==> src/rtl/sdram_wtrunc_seq.sv <==
`timescale 1ns/1ps
module sdram_wtrunc_seq #(
  parameter int BA_W    = 2,
  parameter int COL_W   = 8,
  parameter int ADDR_W  = 12,
  parameter int DQ_W    = 16,
  parameter int MAX_BL  = 8,
  parameter int TWR_CYC = 2,
  parameter int TRP_CYC = 4
) (
  input  logic                       clk,
  input  logic                       rst_n,
  input  logic                       req_valid,
  output logic                       req_ready,
  input  logic [BA_W-1:0]            req_bank,
  input  logic [COL_W-1:0]           req_col,
  input  logic [$clog2(MAX_BL)-1:0]  req_len,
  input  logic [$clog2(MAX_BL)-1:0]  req_keep,
  input  logic [1:0]                 req_cut,
  input  logic                       req_autopre,
  input  logic [COL_W-1:0]           req_rd_col,
  input  logic [DQ_W-1:0]            din,
  output logic                       din_take,
  output logic [3:0]                 sd_cmd,
  output logic [BA_W-1:0]            sd_ba,
  output logic [ADDR_W-1:0]          sd_addr,
  output logic [DQ_W-1:0]            sd_dq_out,
  output logic                       sd_dq_oe,
  output logic                       sd_dqm
);
  localparam int BL_W   = $clog2(MAX_BL);
  localparam int NB     = 1 << BA_W;
  localparam int CNT_W  = $clog2(MAX_BL + TWR_CYC) + 1;
  localparam int TM_W   = $clog2(TWR_CYC + TRP_CYC) + 1;
  localparam int AP_BIT = 10;

  localparam logic [3:0] C_NOP = 4'b0111;
  localparam logic [3:0] C_WR  = 4'b0100;
  localparam logic [3:0] C_RD  = 4'b0101;
  localparam logic [3:0] C_PRE = 4'b0010;

  localparam logic [1:0] M_NONE = 2'd0;
  localparam logic [1:0] M_RD   = 2'd1;
  localparam logic [1:0] M_PRE  = 2'd2;

  typedef enum logic [1:0] {S_IDLE, S_RUN, S_LAST} st_t;

  st_t               st;
  logic [CNT_W-1:0]  cnt;
  logic [BA_W-1:0]   cur_bank;
  logic [BL_W-1:0]   cur_last;
  logic [BL_W-1:0]   cur_want;
  logic [1:0]        cur_mode;
  logic              cur_ap;
  logic [COL_W-1:0]  cur_rdcol;
  logic [TM_W-1:0]   tmr [NB];

  logic [1:0]        mode_in;
  logic              ap_in;
  logic [BL_W-1:0]   keep_in;
  logic              last_beat, more_beat, pre_due, accept;

  function automatic logic [ADDR_W-1:0] mk_addr(input logic [COL_W-1:0] c, input logic ap);
    logic [ADDR_W-1:0] a;
    a = '0;
    a[COL_W-1:0] = c;
    a[AP_BIT] = ap;
    return a;
  endfunction

  assign mode_in  = (req_cut == M_RD || (req_cut == M_PRE && !req_autopre)) ? req_cut : M_NONE;
  assign ap_in    = req_autopre && (req_cut != M_RD);
  assign keep_in  = (mode_in == M_NONE || req_keep > req_len) ? req_len : req_keep;

  assign more_beat = (st == S_RUN) && (cnt < CNT_W'(cur_want));
  assign last_beat = (st == S_RUN) && (cur_mode == M_NONE) && (cnt == CNT_W'(cur_last));
  assign pre_due   = (st == S_RUN) && !more_beat && (cur_mode == M_PRE) &&
                     (CNT_W'(cnt + 1'b1) == CNT_W'(cur_want) + CNT_W'(TWR_CYC));

  assign req_ready = ((st == S_IDLE) || (last_beat && !cur_ap)) && (tmr[req_bank] == '0);
  assign accept    = req_valid && req_ready;
  assign din_take  = accept || more_beat;

  always_ff @(posedge clk or negedge rst_n) begin
    if (!rst_n) begin
      st        <= S_IDLE;
      cnt       <= '0;
      cur_bank  <= '0;
      cur_last  <= '0;
      cur_want  <= '0;
      cur_mode  <= M_NONE;
      cur_ap    <= 1'b0;
      cur_rdcol <= '0;
      sd_cmd    <= C_NOP;
      sd_ba     <= '0;
      sd_addr   <= '0;
      sd_dq_out <= '0;
      sd_dq_oe  <= 1'b0;
      sd_dqm    <= 1'b1;
    end else begin
      sd_cmd   <= C_NOP;
      sd_dq_oe <= 1'b0;
      sd_dqm   <= 1'b1;
      if (din_take) sd_dq_out <= din;
      case (st)
        S_RUN: begin
          if (more_beat) begin
            cnt      <= cnt + 1'b1;
            sd_dq_oe <= 1'b1;
            sd_dqm   <= 1'b0;
          end else begin
            case (cur_mode)
              M_RD: begin
                st      <= S_LAST;
                sd_cmd  <= C_RD;
                sd_ba   <= cur_bank;
                sd_addr <= mk_addr(cur_rdcol, 1'b0);
              end
              M_PRE: begin
                cnt <= cnt + 1'b1;
                if (pre_due) begin
                  st      <= S_LAST;
                  sd_cmd  <= C_PRE;
                  sd_ba   <= cur_bank;
                  sd_addr <= '0;
                end
              end
              default: st <= S_IDLE;
            endcase
          end
        end
        S_LAST:  st <= S_IDLE;
        default: st <= S_IDLE;
      endcase
      if (accept) begin
        st        <= S_RUN;
        cnt       <= '0;
        cur_bank  <= req_bank;
        cur_last  <= req_len;
        cur_want  <= keep_in;
        cur_mode  <= mode_in;
        cur_ap    <= ap_in;
        cur_rdcol <= req_rd_col;
        sd_cmd    <= C_WR;
        sd_ba     <= req_bank;
        sd_addr   <= mk_addr(req_col, ap_in);
        sd_dq_oe  <= 1'b1;
        sd_dqm    <= 1'b0;
      end
    end
  end

  always_ff @(posedge clk or negedge rst_n) begin
    if (!rst_n) begin
      for (int i = 0; i < NB; i++) tmr[i] <= '0;
    end else begin
      for (int i = 0; i < NB; i++) begin
        if (pre_due && cur_bank == BA_W'(i))
          tmr[i] <= TM_W'(TRP_CYC - 1);
        else if (last_beat && cur_ap && cur_bank == BA_W'(i))
          tmr[i] <= TM_W'(TWR_CYC + TRP_CYC - 2);
        else if (tmr[i] != '0)
          tmr[i] <= tmr[i] - 1'b1;
      end
    end
  end
endmodule

==> config.mk <==
export PLATFORM = sky130hd
export DESIGN_NAME = sdram_wtrunc_seq
export DESIGN_NICKNAME = d
export VERILOG_FILES = /design/src/rtl/sdram_wtrunc_seq.sv
export SDC_FILE = /design/constraint.sdc
export NUM_CORES = 1
export LEC_CHECK = 0
export ABC_AREA = 0
export CAP_MARGIN = 20
export CORE_MARGIN = 5
export CORE_UTILIZATION = 40
export CTS_CLUSTER_DIAMETER = 50
export DETAILED_ROUTE_END_ITERATION = 8
export HOLD_SLACK_MARGIN = 0.08
export PLACE_DENSITY = 0.73
export SYNTH_ARGS = -nofsm -noshare
export SYNTH_HDL_FRONTEND = slang
export SYNTH_SLANG_ARGS = --single-unit
==> constraint.sdc <==
create_clock -name clk -period 6.53 [get_ports clk]
set_clock_uncertainty 0.15 [all_clocks]
set_input_delay 1.6325 -clock clk [delete_from_list [all_inputs] [get_ports clk]]
set_output_delay 1.6325 -clock clk [all_outputs]
set_load 0.1 [all_outputs]
==> out/metrics.cfg, run 1 <==
[run_status]
status=complete, no violations

[floorplanning]
start_util=0.407
io_pins=84
die_area_um2=11300
fp-row-count=35
core_area_um2=9150
die_h_um=106
die_x_um=106

[route]
met3_length_um=524
drtAntennaViolNets=0
vias=2846
top_layer_used=met4
route.detailed.drc=0
wl_met2_mm=3.85
drt_iter0_drc=130
wl_met1_mm=3.71
totalWireLength_mm=8.18
viasPerCell=5.04
first_pass_iters=4
avgRoutedWirePerCell_um=14.5

[critical_path]
cp.required_ns=4.75
start_kind=input port
end_kind=output pin
crit_path_max_fanout=20
arrival_ns=3.45
path_class=in -> out

[clock_network]
cts_resized=0
path_clk_slew_ns=0.08
cts_setup_buffers=0
clock_path_buffers=2
hold_buffers=0
root_buffer=clkbuf_8
htree_levels=3
cts_made_buffers=9
cts_tree=done
clk-insertion-delay-late_ns=0.34
cts.sinks=74

[synth]
ys_types=43
yosysWarnings=0
syn-cell-area_um2=3720
yosys.area.top_type=dfrtp_1
synth_top_area_share=0.471
synthArstFlopShare=1.00
synth_area_leaders=dfrtp_1 (47%), ha_1 (6.7%), nand2_1 (5.9%), mux2_2 (4.5%), xnor2_1 (4.5%)
synthCells=371
avgSynthCellArea_um2=10.0
synth_edf_count=0
ys_seq_area_frac=0.499
ys_seq_elements=74
synth_ff_type=dfrtp_1

[global_routing]
gr-total-overflow=0
grt_pass1_vias=2880
grt.total_usage=0.153
antenna_found_initial=0
grt_max_degree=75
grt_pass1_wl_mm=14.0

[cells_and_area]
nFillCells=800
nNetsFinal=515
final_layout_size_suffix_gt1_frac=0.0969
finalNonFillerCells=565
syn_to_final_growth_pct=28.7
diodes=0

[placement]
dp_cells=549
gp_congestion=0.793
dpl.hpwl_mm=5.98
portBuffers=79

[timing]
finalSetupTns_ns=0
relSlewSlack=0.324
fin_crit_sh=0.801
setup_violations=0
tightest_slew_ns=1.01
drv_slew=0
fmax_mhz=191
hold_violations=0
min_period_ns=5.23
rsz0062_at_grt=false

[run]
drv_cap=0

[worst_hold_path]
min_path_type=reg -> reg

[area by class of cell]
| cell class | count | area (µm²) | share of cell area |
|---|---|---|---|
| Timing Repair Buffer | 81 | 811 | 0.169 |
| Multi-Input combinational cell | 263 | 1710 | 0.358 |
| Inverter | 20 | 75.1 | 0.0157 |
| Sequential cell | 74 | 1860 | 0.388 |
| Clock buffer | 10 | 128 | 0.0267 |
| Tap cell | 111 | 139 | 0.0290 |
| Clock inverter | 6 | 66.3 | 0.0138 |
[worst paths after layout]
check                                            end  slack (ns)                startpoint  cells past startpoint
max                                         din_take        1.30               req_bank[0]                      6
min                         cur_rdcol[7]$_DFFE_PN0P_        0.33  cur_rdcol[7]$_DFFE_PN0P_                      2
max reg2reg                  sd_addr[10]$_DFFE_PN0P_        3.65   cur_mode[0]$_DFFE_PN0P_                      8
min reg2reg                 cur_rdcol[7]$_DFFE_PN0P_        0.33  cur_rdcol[7]$_DFFE_PN0P_                      2
max in group asynchronous  sd_dq_out[14]$_DFFE_PN0P_        4.37                     rst_n                      1
min in group asynchronous         tmr[4]$_DFFE_PN0P_        1.27                     rst_n                      1
[through the flow]
stage,setup slack (ns),util,hold slack [ns],instance area [µm²]
after global placement,1.39,0.502,0.308,4590
after floorplan,1.65,-,0.297,3730
after CTS,1.29,0.523,0.333,4790
after global routing,1.19,0.523,0.355,4790
final,1.30,0.523,0.332,4790
after detailed placement,1.29,0.502,0.314,4590
[worst max-delay path, stage by stage]
cell and delay [ns]:
clkdlybuf4s50_1 0.51, o41ai_2 0.49, o211ai_1 0.21, nand2_1 0.11, buf_4 0.27, buf_12 0.21
[layer usage]
metal | vias up | track usage
li1 | 1394 | -
met1 | 1371 | 0.209
met2 | 73 | 0.229
met3 | 8 | 0.0565
met4 | 0 | 0.0420
met5 | - | 0
[sequential cells by signal (all words and copies together), names as in the netlist]
name,cells
cur_ap,1
tmr,16
sd_ba,2
cur_want,3
sd_cmd,3
cur_mode,2
cnt,5
sd_dq_out,16
sd_addr,9
sd_dqm,1
cur_last,3
st,2
cur_bank,2
sd_dq_oe,1
cur_rdcol,8
[logic make-up after synthesis]
| logic type | Yosys count | share of synthesized area |
|---|---|---|
| compound gates | 62 | 0.112 |
| simple gates | 132 | 0.158 |
| buf+inv | 37 | 0.0437 |
| xor+xnor | 21 | 0.0494 |
| other cells | 1 | 0.00101 |
| mux | 24 | 0.0699 |
| flops | 74 | 0.499 |
| fa+ha+maj | 20 | 0.0672 |
[layout by cell type (no fill, tap or decap), types with 2 or more instances in the layout]
cell / n
clkdlybuf4s50_1: 76
inv_1: 20
o21a_1: 4
nor2_1: 36
clkbuf_8: 9
mux2_2: 15
a21o_1: 2
nand2_1: 58
conb_1: 4
a21oi_1: 15
mux2i_1: 8
dfrtp_1: 70
buf_4: 4
ha_1: 20
o211a_1: 2
nor3_1: 11
clkinvlp_4: 3
dfstp_2: 4
nor2b_1: 8
xnor2_1: 19
or3_1: 2
nand3_1: 5
a221oi_1: 8
nor3b_1: 4
o21ai_0: 23
nand2b_1: 2
xor2_1: 2
[synthesized netlist by cell type, types with 2 or more instances]
| cell type | number |
|---|---|
| a221oi_1 | 8 |
| nor3_1 | 11 |
| nor3b_1 | 4 |
| mux2_2 | 15 |
| nand2_1 | 58 |
| nand3_1 | 5 |
| ha_1 | 20 |
| mux2i_1 | 8 |
| nand2b_1 | 2 |
| nor2b_1 | 8 |
| inv_1 | 20 |
| xnor2_1 | 19 |
| or3_1 | 2 |
| xor2_1 | 2 |
| a21oi_1 | 15 |
| a21o_1 | 2 |
| dfstp_2 | 4 |
| o21a_1 | 4 |
| o211a_1 | 2 |
| clkbuf_1 | 10 |
| o21ai_0 | 23 |
| dfrtp_1 | 70 |
| nor2_1 | 36 |
| buf_4 | 4 |
Power of run 1 is not shown: default switching activity piles up to over one toggle a cycle in this logic, so the estimate is an artifact.
==> run 2: changes to the inputs <==
==> constraint.sdc (replaced) <==
create_clock -name clk -period 5.41 [get_ports clk]
set_clock_uncertainty 0.15 [all_clocks]
set_input_delay 1.3525 -clock clk [delete_from_list [all_inputs] [get_ports clk]]
set_output_delay 1.3525 -clock clk [all_outputs]
set_load 0.1 [all_outputs]
==> run 2 against run 1 <==
Count of clock-buffer cells in the layout increased by 1. Cell count increased by 0.18%. Design area increased by 0.71%. Critical path depth unchanged. Largest cell class unchanged. Highest routed layer unchanged.
==> out/metrics.cfg, run 2 (synthesis gave the netlist of run 1 again) <==
[route]
drt_iter0_drc=113
wl_met1_mm=3.66
met3_length_um=609
avgRoutedWirePerCell_um=14.6
vias=2860
first_pass_iters=4
drtAntennaViolNets=0
wl_met2_mm=3.91
route.detailed.drc=0
top_layer_used=met4
totalWireLength_mm=8.26
viasPerCell=5.05

[placement]
gp_congestion=0.793
dp_cells=550
place_ws_ns=0.929
dpl.hpwl_mm=6.08
portBuffers=79

[global_routing]
gr-total-overflow=0
antenna_found_initial=0
grt_pass1_wl_mm=14.0
grt.total_usage=0.154
grt_pass1_vias=2948
grt_max_degree=75

[run]
drv_cap=0

[timing]
finalSetupTns_ns=0
fmax_mhz=221
hold_violations=0
drv_slew=0
fin_ws_ns=0.895
relSlewSlack=0.306
fin_crit_sh=0.835
min_period_ns=4.51
rsz0062_at_grt=false
setup_violations=0
tightest_slew_ns=1.03

[cells_and_area]
multi_input_area_um2=1710
final_layout_size_suffix_gt1_frac=0.0989
top_regs=sd_dq_out x16, tmr x16, sd_addr x9
final_cell_mix=clkdlybuf4s50_1 (76), dfrtp_1 (70), nand2_1 (58), nor2_1 (36), o21ai_0 (23)
nFillCells=818
diodes=0
seqCellArea_um2=1860
final_common_cell=clkdlybuf4s50_1
nNetsFinal=516
finalNonFillerCells=566
syn_to_final_growth_pct=29.6

[clock_network]
cts.sinks=74
clock_path_buffers=2
cts_resized=0
root_buffer=clkbuf_8
hold_buffers=0
clk-insertion-delay-late_ns=0.34
cts_setup_buffers=0
cts_made_buffers=9
path_clk_slew_ns=0.07
cts_tree=done
htree_levels=3

[floorplanning]
io_pins=84
fp-row-count=35
die_area_um2=11300
start_util=0.407
core_area_um2=9150
die_h_um=106
die_x_um=106

[worst_hold_path]
min_path_type=reg -> reg
hp-start=cur_rdcol[4]$_DFFE_PN0P_

[critical_path]
slowest_stage=clkdlybuf4s50_1
end_kind=output pin
start_kind=input port
r2r_start=cur_mode[0]$_DFFE_PN0P_
arrival_ns=3.01
crit_buf_inv=2
slowest_delay_ns=0.53
cp.required_ns=3.91
crit_start=req_bank[1]
path_cells=clkdlybuf4s50_1 -> nor3b_1 -> a21o_1 -> o211ai_1 -> nand2_1 -> buf_12
path_delay_family=buffers and inverters
crit_path_max_fanout=6
path_class=in -> out

[run_status]
status=complete, no violations

run 2: changes by cell type in the layout (fill, tap and decap cells not counted):
cell / change
clkinvlp_4: -3
buf_4: +1
bufinv_16: +1
clkbuf_8: +1
clkinv_2: +1
clkinv_4: +1
inv_6: -1
run 2: worst min-delay path, cell delays in order (launching register included):
cell and delay, ns:
dfrtp_1 0.35, nand2_1 0.05, nand2_1 0.05
run 2: cell type report:
cell class	instances	area share
Clock inverter	5	0.0163
Clock buffer	11	0.0293
Timing Repair Buffer	82	0.170
Multi-Input combinational cell	263	0.355
Inverter	20	0.0156
Sequential cell	74	0.385
Tap cell	111	0.0288
run 2: final timing paths:
check | end | slack (ns) | depth (start not counted)
setup / recovery | din_take | 0.90 | 6
hold reg to reg | cur_rdcol[4]$_DFFE_PN0P_ | 0.33 | 2
min in group asynchronous | tmr[5]$_DFFE_PN0P_ | 1.01 | 1
setup reg to reg | sd_dq_out[1]$_DFFE_PN0P_ | 2.57 | 9
hold / removal | cur_rdcol[4]$_DFFE_PN0P_ | 0.33 | 2
max in group asynchronous | sd_dq_out[1]$_DFFE_PN0P_ | 3.52 | 1
run 2: routing by layer:
metal,up-vias,track usage
li1,1402,-
met1,1369,0.209
met2,83,0.234
met3,6,0.0546
met4,0,0.0438
met5,-,0
run 2: per-stage QoR:
step / util / instance area, µm² / hold slack, ns
global route: 0.527 / 4820 / 0.365
floorplan: - / 3730 / 0.297
CTS: 0.527 / 4820 / 0.332
global placement: 0.503 / 4600 / 0.308
detailed placement: 0.503 / 4600 / 0.314
finish: 0.527 / 4820 / 0.330
Power of run 2 is left out for the same reason.
